--- src/rtl/rsp_framer_pkg.sv ---
`timescale 1ns/1ps
package rsp_framer_pkg;

  typedef enum logic [2:0] {
    ST_IDLE,
    ST_PRE,
    ST_SOFL,
    ST_SOFH,
    ST_CHR,
    ST_GAP,
    ST_EOFL,
    ST_EOFH
  } frm_state_e;

  function automatic int max_of(input int a, input int b);
    return (a > b) ? a : b;
  endfunction

endpackage

--- src/rtl/etu_pacer.sv ---
`timescale 1ns/1ps
module etu_pacer #(
  parameter int OVS = 4
) (
  input  logic clk,
  input  logic rst,
  input  logic run,
  output logic etu_last
);
  generate
    if (OVS == 1) begin : g_single
      assign etu_last = run;
    end else begin : g_multi
      localparam int PH_W = $clog2(OVS);
      logic [PH_W-1:0] ph;
      always_ff @(posedge clk) begin
        if (rst || !run)                 ph <= '0;
        else if (ph == PH_W'(OVS - 1))   ph <= '0;
        else                             ph <= ph + 1'b1;
      end
      assign etu_last = run && (ph == PH_W'(OVS - 1));
    end
  endgenerate
endmodule

--- src/rtl/char_shifter.sv ---
`timescale 1ns/1ps
module char_shifter #(
  parameter int DATA_W = 8
) (
  input  logic              clk,
  input  logic              rst,
  input  logic              load,
  input  logic [DATA_W-1:0] din,
  input  logic              shift,
  output logic              bit_o
);
  localparam int SR_W = DATA_W + 2;
  logic [SR_W-1:0] sr;

  always_ff @(posedge clk) begin
    if (rst)        sr <= '1;
    else if (load)  sr <= {1'b1, din, 1'b0};
    else if (shift) sr <= {1'b1, sr[SR_W-1:1]};
  end

  assign bit_o = sr[0];
endmodule

--- src/rtl/frame_seq.sv ---
`timescale 1ns/1ps
module frame_seq
  import rsp_framer_pkg::*;
#(
  parameter int PRE_ETU = 20,
  parameter int SOF_LO  = 10,
  parameter int SOF_HI  = 2,
  parameter int EOF_LO  = 10,
  parameter int EOF_HI  = 2,
  parameter int DATA_W  = 8,
  parameter int LEN_W   = 8
) (
  input  logic             clk,
  input  logic             rst,
  input  logic             req_valid,
  input  logic [LEN_W-1:0] req_len,
  input  logic             etu_last,
  input  logic             byte_valid,
  output frm_state_e       state,
  output logic             req_ready,
  output logic             byte_ready,
  output logic             take,
  output logic             shift
);
  localparam int CHAR_ETU = DATA_W + 2;
  localparam int CNT_MAX  = max_of(max_of(PRE_ETU, CHAR_ETU),
                                   max_of(max_of(SOF_LO, SOF_HI), max_of(EOF_LO, EOF_HI)));
  localparam int CNT_W    = $clog2(CNT_MAX) + 1;

  logic [CNT_W-1:0] cnt;
  logic [LEN_W-1:0] left;
  logic             char_end;

  always_comb begin
    req_ready  = (state == ST_IDLE);
    char_end   = (state == ST_CHR) && (cnt == CNT_W'(CHAR_ETU - 1));
    byte_ready = etu_last &&
                 (((state == ST_SOFH) && (cnt == CNT_W'(SOF_HI - 1))) ||
                  (char_end && (left != '0)) ||
                  (state == ST_GAP));
    take       = byte_ready && byte_valid;
    shift      = etu_last && (state == ST_CHR);
  end

  always_ff @(posedge clk) begin
    if (rst) begin
      state <= ST_IDLE;
      cnt   <= '0;
      left  <= '0;
    end else if (state == ST_IDLE) begin
      if (req_valid && (req_len != '0)) begin
        state <= ST_PRE;
        cnt   <= '0;
        left  <= req_len;
      end
    end else begin
      if (take) left <= left - 1'b1;
      if (etu_last) begin
        case (state)
          ST_PRE: begin
            if (cnt == CNT_W'(PRE_ETU - 1)) begin
              state <= ST_SOFL;
              cnt   <= '0;
            end else cnt <= cnt + 1'b1;
          end
          ST_SOFL: begin
            if (cnt == CNT_W'(SOF_LO - 1)) begin
              state <= ST_SOFH;
              cnt   <= '0;
            end else cnt <= cnt + 1'b1;
          end
          ST_SOFH: begin
            if (cnt == CNT_W'(SOF_HI - 1)) begin
              state <= take ? ST_CHR : ST_GAP;
              cnt   <= '0;
            end else cnt <= cnt + 1'b1;
          end
          ST_CHR: begin
            if (char_end) begin
              cnt <= '0;
              if (left == '0) state <= ST_EOFL;
              else            state <= take ? ST_CHR : ST_GAP;
            end else cnt <= cnt + 1'b1;
          end
          ST_GAP: begin
            if (take) begin
              state <= ST_CHR;
              cnt   <= '0;
            end
          end
          ST_EOFL: begin
            if (cnt == CNT_W'(EOF_LO - 1)) begin
              state <= ST_EOFH;
              cnt   <= '0;
            end else cnt <= cnt + 1'b1;
          end
          ST_EOFH: begin
            if (cnt == CNT_W'(EOF_HI - 1)) begin
              state <= ST_IDLE;
              cnt   <= '0;
            end else cnt <= cnt + 1'b1;
          end
          default: begin
            state <= ST_IDLE;
            cnt   <= '0;
          end
        endcase
      end
    end
  end
endmodule

--- src/rtl/rsp_framer.sv ---
`timescale 1ns/1ps
module rsp_framer
  import rsp_framer_pkg::*;
#(
  parameter int OVS     = 4,
  parameter int PRE_ETU = 20,
  parameter int SOF_LO  = 10,
  parameter int SOF_HI  = 2,
  parameter int EOF_LO  = 10,
  parameter int EOF_HI  = 2,
  parameter int DATA_W  = 8,
  parameter int LEN_W   = 8
) (
  input  logic              clk,
  input  logic              rst,
  input  logic              req_valid,
  input  logic [LEN_W-1:0]  req_len,
  output logic              req_ready,
  input  logic              byte_valid,
  input  logic [DATA_W-1:0] byte_data,
  output logic              byte_ready,
  output logic              sym_out,
  output logic              frame_active
);
  frm_state_e state;
  logic       etu_last, take, shift, char_bit, run, sym_nxt;

  assign run = (state != ST_IDLE);

  etu_pacer #(.OVS(OVS)) u_pacer (
    .clk(clk), .rst(rst), .run(run), .etu_last(etu_last)
  );

  frame_seq #(
    .PRE_ETU(PRE_ETU), .SOF_LO(SOF_LO), .SOF_HI(SOF_HI),
    .EOF_LO(EOF_LO), .EOF_HI(EOF_HI), .DATA_W(DATA_W), .LEN_W(LEN_W)
  ) u_seq (
    .clk(clk), .rst(rst), .req_valid(req_valid), .req_len(req_len),
    .etu_last(etu_last), .byte_valid(byte_valid), .state(state),
    .req_ready(req_ready), .byte_ready(byte_ready), .take(take), .shift(shift)
  );

  char_shifter #(.DATA_W(DATA_W)) u_chr (
    .clk(clk), .rst(rst), .load(take), .din(byte_data),
    .shift(shift), .bit_o(char_bit)
  );

  always_comb begin
    case (state)
      ST_SOFL, ST_EOFL: sym_nxt = 1'b0;
      ST_CHR:           sym_nxt = char_bit;
      default:          sym_nxt = 1'b1;
    endcase
  end

  always_ff @(posedge clk) begin
    if (rst) begin
      sym_out      <= 1'b1;
      frame_active <= 1'b0;
    end else begin
      sym_out      <= sym_nxt;
      frame_active <= run;
    end
  end
endmodule

--- config.mk ---
export PLATFORM = sky130hd
export DESIGN_NAME = rsp_framer
export DESIGN_NICKNAME = d
export VERILOG_FILES = /design/src/rtl/rsp_framer_pkg.sv /design/src/rtl/etu_pacer.sv /design/src/rtl/char_shifter.sv /design/src/rtl/frame_seq.sv /design/src/rtl/rsp_framer.sv
export SDC_FILE = /design/constraint.sdc
export NUM_CORES = 1
export LEC_CHECK = 0
export BUFFER_PORTS_ARGS = -buffer_cell sky130_fd_sc_hd__buf_2
export CORE_ASPECT_RATIO = 0.8
export CORE_MARGIN = 2
export CORE_UTILIZATION = 56
export DETAILED_ROUTE_END_ITERATION = 7
export GPL_TIMING_DRIVEN = 0
export MAX_ROUTING_LAYER = met4
export PLACE_DENSITY = 0.85
export SLEW_MARGIN = 20
export SYNTH_ARGS = -nofsm -noshare
export SYNTH_HDL_FRONTEND = slang
export SYNTH_SLANG_ARGS = --single-unit
export TNS_END_PERCENT = 50
--- constraint.sdc ---
create_clock -name clk -period 2.9 [get_ports clk]
set_clock_uncertainty 0.2 [all_clocks]
set_input_delay 0.435 -clock clk [delete_from_list [all_inputs] [get_ports clk]]
set_output_delay 0.435 -clock clk [all_outputs]
set_load 0.1 [all_outputs]
==> results of run 1 <==
cells in the mapped netlist (4+ instances only):
master / instances
nand2_1: 23
nand3_1: 4
nor2_1: 16
nor4_1: 4
a21oi_1: 15
inv_1: 7
mux2i_1: 8
nor2b_1: 4
ha_1: 4
buf_2: 4
mux2_2: 7
dfxtp_1: 30
nor3_1: 8
o21ai_0: 10
timing repair:
item                                    in CTS  in global routing
resized for setup                            0                  1
endpoints found under the setup margin       0                  1
buffers inserted                             0                  0
cell families (layout without fill, tap and decap cells):
group | Yosys count | after routing | synth area share, %
and+or+nand+nor | 79 | 79 | 24.3
buffers and inverters | 18 | 49 | 5.65
DFF | 30 | 30 | 35.2
xor gates and xnor gates | 1 | 1 | 0.514
adders and majority gates | 4 | 4 | 2.93
AOI/OAI and AO/OA | 53 | 53 | 22.1
muxes | 15 | 15 | 9.32
per-stage QoR:
stage | util [%] | std cells
2_1_floorplan | - | 200
3_3_place_gp | 66.1 | 261
3_5_place_dp | 66.1 | 261
4_1_cts | 69.3 | 269
5_1_grt | 69.6 | 269
6_report | 69.6 | 269
per-layer routing:
layer  GRT usage [%]  up-vias  wire length [um]
li1                -      789                 -
met3            8.72        6               209
met2            39.1       36              1740
met5               -        -                 0
met4            11.1        0                44
met1            33.9      706              1870
path summary, 6_finish.rpt:
| path | endpoint | cells past startpoint | slack (ns) | startpoint |
|---|---|---|---|---|
| setup / recovery | byte_ready | 6 | 0.14 | u_seq.cnt[0]$_SDFFE_PP0P_ |
| hold / removal | u_chr.sr[3]$_SDFFE_PP1P_ | 3 | 0.16 | byte_data[2] |
| setup reg to reg | u_seq.left[0]$_SDFFE_PP0P_ | 9 | 0.51 | u_seq.left[0]$_SDFFE_PP0P_ |
| hold reg to reg | u_pacer.g_multi.ph[0]$_SDFF_PP0_ | 1 | 0.24 | u_pacer.g_multi.ph[0]$_SDFF_PP0_ |
worst max-delay path, delay by kind of cell (launching register included):
kind,cells,cell delay (ns)
flip-flops,1,0.40
AND/OR/NAND/NOR,3,0.66
buffers and inverters,1,0.43
adder cells (fa/ha/maj),1,0.17
AO/OA/AOI/OAI,1,0.18
registers in the layout, summed over array words and instances (netlist names):
signal / cells
frame_active: 1
u_chr.sr: 9
u_seq.state: 3
u_seq.left: 8
sym_out: 1
u_seq.cnt: 6
u_pacer.g_multi.ph: 2
power breakdown:
| part | internal, mW | switching, mW | total [mW] |
|---|---|---|---|
| Combinational | 0.116 | 0.215 | 0.331 |
| Sequential | 0.440 | 0.0275 | 0.468 |
| Clock | 0.191 | 0.160 | 0.351 |
| Total | 0.748 | 0.402 | 1.15 |
area by class of cell:
class	count	area [sq um]
plain buffers	10	66.3
clock buffers	7	86.3
repair buffers	23	115
multi-input cells	152	1020
inverters	8	30.0
fillers	229	861
flip-flops and latches	30	601
well taps	38	47.5
clock inverters	1	5.00
==> reports/results.md, run 1 <==
| Item | Reported |
|---|---|
| Maximum fanout along the worst path | 5 |
| Post-Synthesis Mean Instance Area | 8.53 sq um |
| Post-DR vias/cell | 5.71 |
| Post-CTS clock slew at the launch and capture registers of the worst setup and hold paths | 0.06 ns |
| Leading area contributor after synthesis | dfxtp_1 |
| Post-route cell area | 0.00197 sq mm |
| CP startpoint kind | register |
| Via count | 1537 |
| Antenna violations before repair | 0 |
| Run status | complete, no violations |
| Die outline height | 53.4 um |
| Clock buffer count from CTS | 5 |
| TritonCTS clock tree | done |
| Root buffer cell | clkbuf_8 |
| DR pass1 iterations | 4 |
| Area share of the largest cell type after synthesis | 35.2% |
| GRT Residual Overflow | 0 |
| Wire length per cell after detailed routing | 14.4 um |
| Top-level port count | 24 |
| Summed instance area of the synthesized netlist | 0.00171 sq mm |
| All-layer global routing usage | 26.7% |
| Number of port buffers | 23 |
| Die Width | 65.7 um |
| Post-layout power | 1.15 mW |
| Worst-skew pair later-pin latency | 0.29 ns |
| TNS Setup | 0 ns |
| Worst setup slack before clock tree synthesis | 0.436 ns |
| Pin count of the biggest net entering global routing | 11 |
| Clock period minus final worst setup slack | 2.76 ns |
| Crit path max-delay cell type | buf_2 |
| Antenna-violating nets left | 0 |
| Async set-reset flop share out of synthesis | 0% |
| Routability congestion estimate from global placement | 0.918 |
| Crit path cell chain | ha_1, nor3b_2, and3_1, a32oi_2, nor2_2, buf_2 |
| Startpoint-to-endpoint class of the critical path | reg -> out |
| Max clock buf depth | 2 |
| Antenna fix cells | 0 |
| Relative slew slack | 60.8% |
| Leakage power | 0.752 nW |
| Via count of the first global-routing pass | 1383 |
| Post-synth EDFFs | 0 |
| Core region area | 0.00283 sq mm |
| Largest stage delay on the critical path | 0.43 ns |
| Leading cell type in the layout, fill and taps excluded | dfxtp_1 |
| Number of standard cells after synthesis | 200 |
| Share of final-layout standard cells stronger than drive strength 1 | 25.1% |
| Worst Slack Setup Final | 0.138 ns |
| Global-route wire length before repair | 6.58 mm |
| Effective utilization at floorplan | 60.3% |
| Initial drt markers | 119 |
| Final hold violation count | 0 |
| CTS Hold Buffers Added | 0 |
| YS warnings | 0 |
| Die area | 0.00351 sq mm |
| Register bit count reported by yosys | 30 |
| Sequential share of the synthesized area | 35.2% |
| Drt drc | 0 |
| Area contributors post-synth | dfxtp_1 35%, nand2_1 5.1%, mux2i_1 4.7%, mux2_2 4.6%, a21oi_1 4.4% |
| Number of cell rows | 17 |
| Pin slew with the least headroom to its limit | 0.584 ns |
| Final period util | 95.2% |
| Main flop type after synthesis | dfxtp_1 |
| Net count of the mapped netlist | 224 |
| Required time of the critical path | 2.27 ns |
| Number of max-slew violations in the final report | 0 |
| Worst supply voltage drop on vdd | 0.000326 V |
| Setup repair after global routing missed its margin | false |
| Max-cap violations | 0 |
| Maximum level of the CTS H-tree | 2 |
| Total cell area at the placement stage | 0.00187 sq mm |
| Routed Wire Length | 3.86 mm |
| Final hold slack | 0.161 ns |
| Number of nets in the layout | 254 |
| Highest clock frequency the design can meet | 362 MHz |
| Hold crit path type | in -> reg |
| Placed wire-length estimate after detailed placement | 2.75 mm |
| Relative area change from synthesis to final layout | 15.4% |
| Finish-stage setup viols | 0 |
| Element type at the critical path end | output port |
| Post-synth cell types | 53 |
| Power per unit of standard cell area | 584 mW/mm^2 |
| Clock tree sinks | 30 |
| Arr. time, crit path | 2.13 ns |
| Most frequent cells in the layout | 30 x dfxtp_1, 27 x buf_2, 23 x nand2_1, 15 x nor2_1, 15 x a21oi_1 |
(Power assumes the default switching activity.)
==> run 2: changes to the inputs <==
Settings changed: CORE_UTILIZATION 56 to 61, PLACE_DENSITY 0.85 to 0.91, SKIP_CTS_REPAIR_TIMING set to 1.
Clock period 2.9 ns to 3.3 ns, I/O delays scaled along.
==> reports/results.md, run 2 (synthesis gave the netlist of run 1 again) <==
| Item | Reported | Change |
|---|---|---|
| Final hold violation count | 0 | unchanged |
| Start point of the worst hold path | byte_data[1] | was byte_data[2] |
| Worst-skew pair later-pin latency | 0.33 ns | was 0.29 ns |
| GRT Residual Overflow | 0 | unchanged |
| Share of final-layout standard cells stronger than drive strength 1 | 25.1% | unchanged |
| Routed Wire Length | 3.87 mm | was 3.86 mm |
| Number of port buffers | 23 | unchanged |
| Clock buffer count from CTS | 5 | unchanged |
| Effective utilization at floorplan | 63.1% | was 60.3% |
| CP startpoint kind | register | unchanged |
| Pin count of the biggest net entering global routing | 11 | unchanged |
| Die area | 0.00324 sq mm | was 0.00351 sq mm |
| TNS Setup | 0 ns | unchanged |
| Antenna violations before repair | 0 | unchanged |
| Maximum level of the CTS H-tree | 2 | unchanged |
| Number of cells on the worst hold path | 3 | unchanged |
| Pin slew with the least headroom to its limit | 0.573 ns | was 0.584 ns |
| Setup slack of the worst register-to-register path | 0.91 ns | was 0.51 ns |
| Max clock buf depth | 2 | unchanged |
| Capturing point of the worst reg2reg path | u_chr.sr[1]$_SDFFE_PP1P_ | was u_seq.left[0]$_SDFFE_PP0P_ |
| Root buffer cell | clkbuf_4 | was clkbuf_8 |
| Die Width | 63.1 um | was 65.7 um |
| Number of nets in the layout | 254 | unchanged |
| Setup repair after global routing missed its margin | false | unchanged |
| Number of max-slew violations in the final report | 0 | unchanged |
| Relative area change from synthesis to final layout | 14.1% | was 15.4% |
| Antenna-violating nets left | 0 | unchanged |
| Worst supply voltage drop on vdd | 0.000458 V | was 0.000326 V |
| Leading cell type in the layout, fill and taps excluded | dfxtp_1 | unchanged |
| Startpoint-to-endpoint class of the critical path | reg -> out | unchanged |
| Largest registers in the final layout | u_chr.sr x9, u_seq.left x8, u_seq.cnt x6 | unchanged |
| Required time of the critical path | 2.60 ns | was 2.27 ns |
| Routability congestion estimate from global placement | 0.889 | was 0.918 |
| Global-route wire length before repair | 6.41 mm | was 6.58 mm |
| Initial drt markers | 72 | was 119 |
| Clock tree sinks | 30 | unchanged |
| Endpoint of the worst hold path | u_chr.sr[2]$_SDFFE_PP1P_ | was u_chr.sr[3]$_SDFFE_PP1P_ |
| Maximum fanout along the worst path | 5 | unchanged |
| Hold crit path type | in -> reg | unchanged |
| Register with the highest flop count | u_chr.sr | unchanged |
| Arr. time, crit path | 2.21 ns | was 2.13 ns |
| Worst Slack Setup Final | 0.395 ns | was 0.138 ns |
| Number of cell rows | 17 | unchanged |
| Element type at the critical path end | output port | unchanged |
| Via count of the first global-routing pass | 1448 | was 1383 |
| Post-CTS clock slew at the launch and capture registers of the worst setup and hold paths | 0.10 ns | was 0.06 ns |
| Highest clock frequency the design can meet | 344 MHz |  |
| Wire length per cell after detailed routing | 14.4 um | about the same |
| Post-DR vias/cell | 5.93 | was 5.71 |
| Relative slew slack | 61.5% | was 60.8% |
| Most frequent cells in the layout | 30 x dfxtp_1, 27 x buf_2, 23 x nand2_1, 16 x nor2_1, 15 x a21oi_1 | was 30 x dfxtp_1, 27 x buf_2, 23 x nand2_1, 15 x nor2_1, 15 x a21oi_1 |
| All-layer global routing usage | 26.6% | was 26.7% |
| Drt drc | 0 | unchanged |
| DR pass1 iterations | 4 | unchanged |
| Die outline height | 51.3 um | was 53.4 um |
| Core region area | 0.00270 sq mm | was 0.00283 sq mm |
| Finish-stage setup viols | 0 | unchanged |
| Placed wire-length estimate after detailed placement | 2.80 mm | was 2.75 mm |
| Via count | 1595 | was 1537 |
| Antenna fix cells | 0 | unchanged |
| Clock period minus final worst setup slack | 2.90 ns |  |
| Power per unit of standard cell area | 507 mW/mm^2 | was 584 mW/mm^2 |
| TritonCTS clock tree | done | unchanged |
| Launching point of the worst reg2reg path | u_seq.left[0]$_SDFFE_PP0P_ | unchanged |
| Run status | complete, no violations | unchanged |
| Max-cap violations | 0 | unchanged |
| Worst setup slack before clock tree synthesis | 0.764 ns | was 0.436 ns |
| Top-level port count | 24 | unchanged |
| Depth of the most critical reg-to-reg path | 9 | unchanged |
| Leakage power | 0.747 nW | was 0.752 nW |
| Final period util | 88.0% |  |
| Flip-flop count of the largest register, all copies and words added | 9 | unchanged |
[run 2: report_power, final]
part | total, mW | leakage, nW | switching [mW] | internal (mW)
clock network | 0.290 | 0.0450 | 0.133 | 0.157
logic | 0.287 | 0.458 | 0.188 | 0.0986
registers | 0.409 | 0.244 | 0.0226 | 0.386
[run 2: per-stage QoR]
step	instances	hold slack, ns	cell area [sq um]	power (mW)	util, %
after global routing	269	0.162	1950	1.04	72.0
after floorplan	200	0.208	1710	0.633	-
after detailed placement	261	0.234	1870	0.697	69.2
after CTS	269	0.171	1950	0.985	72.0
after global placement	261	0.220	1870	0.692	69.2
final	269	0.174	1950	0.986	72.0
[run 2: area by class of cell]
| type | count | area [sq um] |
|---|---|---|
| well taps | 38 | 47.5 |
| inverters | 8 | 30.0 |
| multi-input cells | 152 | 1010 |
| plain buffers | 10 | 66.3 |
| clock buffers | 5 | 37.5 |
| fillers | 218 | 756 |
| repair buffers | 23 | 115 |
| flip-flops and latches | 30 | 601 |
| clock inverters | 3 | 40.0 |
[run 2: per-layer routing]
layer / wire, um / track usage [%]
met5: 0 / -
met4: 106 / 14.1
met3: 142 / 5.95
met2: 1800 / 42.2
met1: 1820 / 32.1
[run 2: worst max-delay path, stage by stage, from the launching register on]
cell and delay (ns):
dfxtp_1 0.35, inv_1 0.10, ha_1 0.18, nor3b_2 0.33, nand2_1 0.16, a32oi_2 0.37
nor2_1 0.09, buf_2 0.30
[run 2: how the worst max path moves through the flow]
stage,start,to,slack [ns],cells past startpoint
after floorplan,u_seq.cnt[0]$_SDFFE_PP0P_,byte_ready,0.24,5
after global placement,u_seq.left[0]$_SDFFE_PP0P_,byte_ready,0.81,7
after detailed placement,u_seq.left[0]$_SDFFE_PP0P_,byte_ready,0.76,7
after CTS,u_seq.left[0]$_SDFFE_PP0P_,byte_ready,0.40,7
after global routing,u_seq.cnt[0]$_SDFFE_PP0P_,byte_ready,0.29,6
final,u_seq.left[0]$_SDFFE_PP0P_,byte_ready,0.40,7
==> run 3: changes to the inputs <==
Settings changed: BUFFER_PORTS_ARGS -buffer_cell sky130_fd_sc_hd__buf_2 to -buffer_cell sky130_fd_sc_hd__buf_4.
==> reports/results.md, run 3 (synthesis gave the netlist of run 1 again) <==
| Item | Reported | Change |
|---|---|---|
| Global-route wire length before repair | 6.43 mm | was 6.41 mm |
| All-layer global routing usage | 27.2% | was 26.6% |
| Most frequent cells in the layout | 30 x dfxtp_1, 26 x buf_4, 23 x nand2_1, 16 x nor2_1, 15 x a21oi_1 | was 30 x dfxtp_1, 27 x buf_2, 23 x nand2_1, 16 x nor2_1, 15 x a21oi_1 |
| Maximum level of the CTS H-tree | 2 | unchanged |
| Setup slack of the worst register-to-register path | 0.85 ns | was 0.91 ns |
| Die area | 0.00324 sq mm | unchanged |
| Routed Wire Length | 3.96 mm | was 3.87 mm |
| Leading cell type in the layout, fill and taps excluded | dfxtp_1 | unchanged |
| Routability congestion estimate from global placement | 0.900 | was 0.889 |
| Clock buffer count from CTS | 5 | unchanged |
| Total cell area at the placement stage | 0.00193 sq mm | was 0.00187 sq mm |
| Crit path max-delay cell type | nor3b_2 | was a32oi_2 |
| Antenna violations before repair | 0 | unchanged |
| Non-filler instance count after layout | 269 | unchanged |
| Placed wire-length estimate after detailed placement | 2.72 mm | was 2.80 mm |
| Worst supply voltage drop on vdd | 0.000301 V | was 0.000458 V |
| Relative area change from synthesis to final layout | 16.4% | was 14.1% |
| CP startpoint kind | register | unchanged |
| Post-CTS clock slew at the launch and capture registers of the worst setup and hold paths | 0.10 ns | about the same |
| Antenna-violating nets left | 0 | unchanged |
| Pin count of the biggest net entering global routing | 11 | unchanged |
| Launching point of the worst reg2reg path | u_seq.left[0]$_SDFFE_PP0P_ | unchanged |
| Utilization of the core after routing | 73.5% | was 72.0% |
| Initial drt markers | 120 | was 72 |
| Via count | 1615 | was 1595 |
| Startpoint-to-endpoint class of the critical path | reg -> out | unchanged |
| Die outline height | 51.3 um | unchanged |
| Cells after DPL | 261 | unchanged |
| Crit path cell chain | inv_1, ha_1, nor3b_2, nand2_1, a32oi_2, nor2_1, buf_4 | was inv_1, ha_1, nor3b_2, nand2_1, a32oi_2, nor2_1, buf_2 |
| Element type at the critical path end | output port | unchanged |
| DR pass1 iterations | 4 | unchanged |
| Pin slew with the least headroom to its limit | 0.576 ns | was 0.573 ns |
| Power per unit of standard cell area | 475 mW/mm^2 | was 507 mW/mm^2 |
| Leakage power | 0.757 nW | was 0.747 nW |
| Capturing point of the worst reg2reg path | u_chr.sr[8]$_SDFFE_PP1P_ | was u_chr.sr[1]$_SDFFE_PP1P_ |
| Endpoint of the worst hold path | u_chr.sr[4]$_SDFFE_PP1P_ | was u_chr.sr[2]$_SDFFE_PP1P_ |
| Hold crit path type | in -> reg | unchanged |
| Worst-skew pair later-pin latency | 0.34 ns | was 0.33 ns |
| Via count of the first global-routing pass | 1450 | was 1448 |
| Relative slew slack | 61.3% | was 61.5% |
| Die Width | 63.1 um | unchanged |
| Post-route cell area | 0.00199 sq mm | was 0.00195 sq mm |
| Core region area | 0.00270 sq mm | unchanged |
| Root buffer cell | clkbuf_4 | unchanged |
| Launch point of the critical path | u_seq.left[0]$_SDFFE_PP0P_ | unchanged |
| Final period util | 87.1% | was 88.0% |
| Number of port buffers | 23 | unchanged |
| Max clock buf depth | 2 | unchanged |
| Setup repair after global routing missed its margin | false | unchanged |
| Highest clock frequency the design can meet | 348 MHz | was 344 MHz |
| Arr. time, crit path | 2.18 ns | was 2.21 ns |
| Number of cells on the worst hold path | 3 | unchanged |
| Clock period minus final worst setup slack | 2.87 ns | was 2.90 ns |
| Maximum fanout along the worst path | 5 | unchanged |
| Number of cell rows | 17 | unchanged |
| Required time of the critical path | 2.60 ns | about the same |
| Number of max-slew violations in the final report | 0 | unchanged |
| Antenna fix cells | 0 | unchanged |
| Top-level port count | 24 | unchanged |
| Drt drc | 0 | unchanged |
| Post-DR vias/cell | 6.00 | was 5.93 |
| Final hold violation count | 0 | unchanged |
| TritonCTS clock tree | done | unchanged |
| Largest registers in the final layout | u_chr.sr x9, u_seq.left x8, u_seq.cnt x6 | unchanged |
| Largest stage delay on the critical path | 0.35 ns | was 0.37 ns |
| Share of final-layout standard cells stronger than drive strength 1 | 24.7% | was 25.1% |
| Flip-flop count of the largest register, all copies and words added | 9 | unchanged |
| Wire length per cell after detailed routing | 14.7 um | was 14.4 um |
| Max-cap violations | 0 | unchanged |
| Depth of the most critical reg-to-reg path | 9 | unchanged |
| Run status | complete, no violations | unchanged |
| Effective utilization at floorplan | 63.1% | unchanged |
| GRT Residual Overflow | 0 | unchanged |
| Register with the highest flop count | u_chr.sr | unchanged |
| Start point of the worst hold path | byte_data[3] | was byte_data[1] |
| Number of nets in the layout | 254 | unchanged |
| Final hold slack | 0.166 ns | was 0.174 ns |
| TNS Setup | 0 ns | unchanged |
| Clock tree sinks | 30 | unchanged |
| Finish-stage setup viols | 0 | unchanged |
## run 3: cell types whose count changed in the layout (fill, tap and decap cells not counted)
cell / before / now
bufinv_16: 1 / 0
clkinv_2: 2 / 1
clkbuf_8: 0 / 1
buf_2: 27 / 4
buf_4: 3 / 26
clkbuf_1: 1 / 2
## run 3: worst max-delay path by stage
| stage | to | slack (ns) | cells past startpoint |
|---|---|---|---|
| 6_report | byte_ready | 0.43 | 7 |
| 5_1_grt | byte_ready | 0.32 | 7 |
| 3_5_place_dp | byte_ready | 0.84 | 7 |
| 3_3_place_gp | byte_ready | 0.87 | 7 |
| 4_1_cts | byte_ready | 0.45 | 7 |
| 2_1_floorplan | byte_ready | 0.24 | 5 |
## run 3: area by class of cell
| class | instances | area [sq um] |
|---|---|---|
| Inverter | 8 | 30.0 |
| Sequential cell | 30 | 601 |
| Buffer | 10 | 66.3 |
| Tap cell | 38 | 47.5 |
| Clock buffer | 7 | 55.1 |
| Timing Repair Buffer | 23 | 173 |
| Clock inverter | 1 | 5.00 |
| Fill cell | 218 | 716 |
| Multi-Input combinational cell | 152 | 1010 |
## run 3: through the flow
step,total power [mW],worst slack (ns)
5_1_grt,0.988,0.324
6_report,0.944,0.426
4_1_cts,0.941,0.446
2_1_floorplan,0.633,0.237
3_5_place_dp,0.709,0.845
3_3_place_gp,0.702,0.869
## run 3: per-layer routing
| metal | GRT usage, % | part of all wire [%] | vias up | wire [um] |
|---|---|---|---|---|
| met2 | 42.4 | 44 | 71 | 1730 |
| met3 | 9.25 | 8.4 | 21 | 334 |
| li1 | - | - | 791 | - |
| met4 | 17.4 | 4.6 | 0 | 181 |
| met1 | 30.2 | 43 | 732 | 1710 |
| met5 | - | 0 | - | 0 |
## run 3: report_power, final
part           switching [mW]  internal (mW)  leakage, nW
sequential             0.0222          0.386        0.244
clock                   0.132          0.103       0.0353
combinational           0.192          0.108        0.478
## run 3: worst max-delay path: cells and delay by family (launching register included)
family | cells | cell delay, ns
simple gates | 3 | 0.60
compound gates | 1 | 0.35
flops | 1 | 0.34
buf+inv | 2 | 0.34
fa+ha+maj | 1 | 0.20
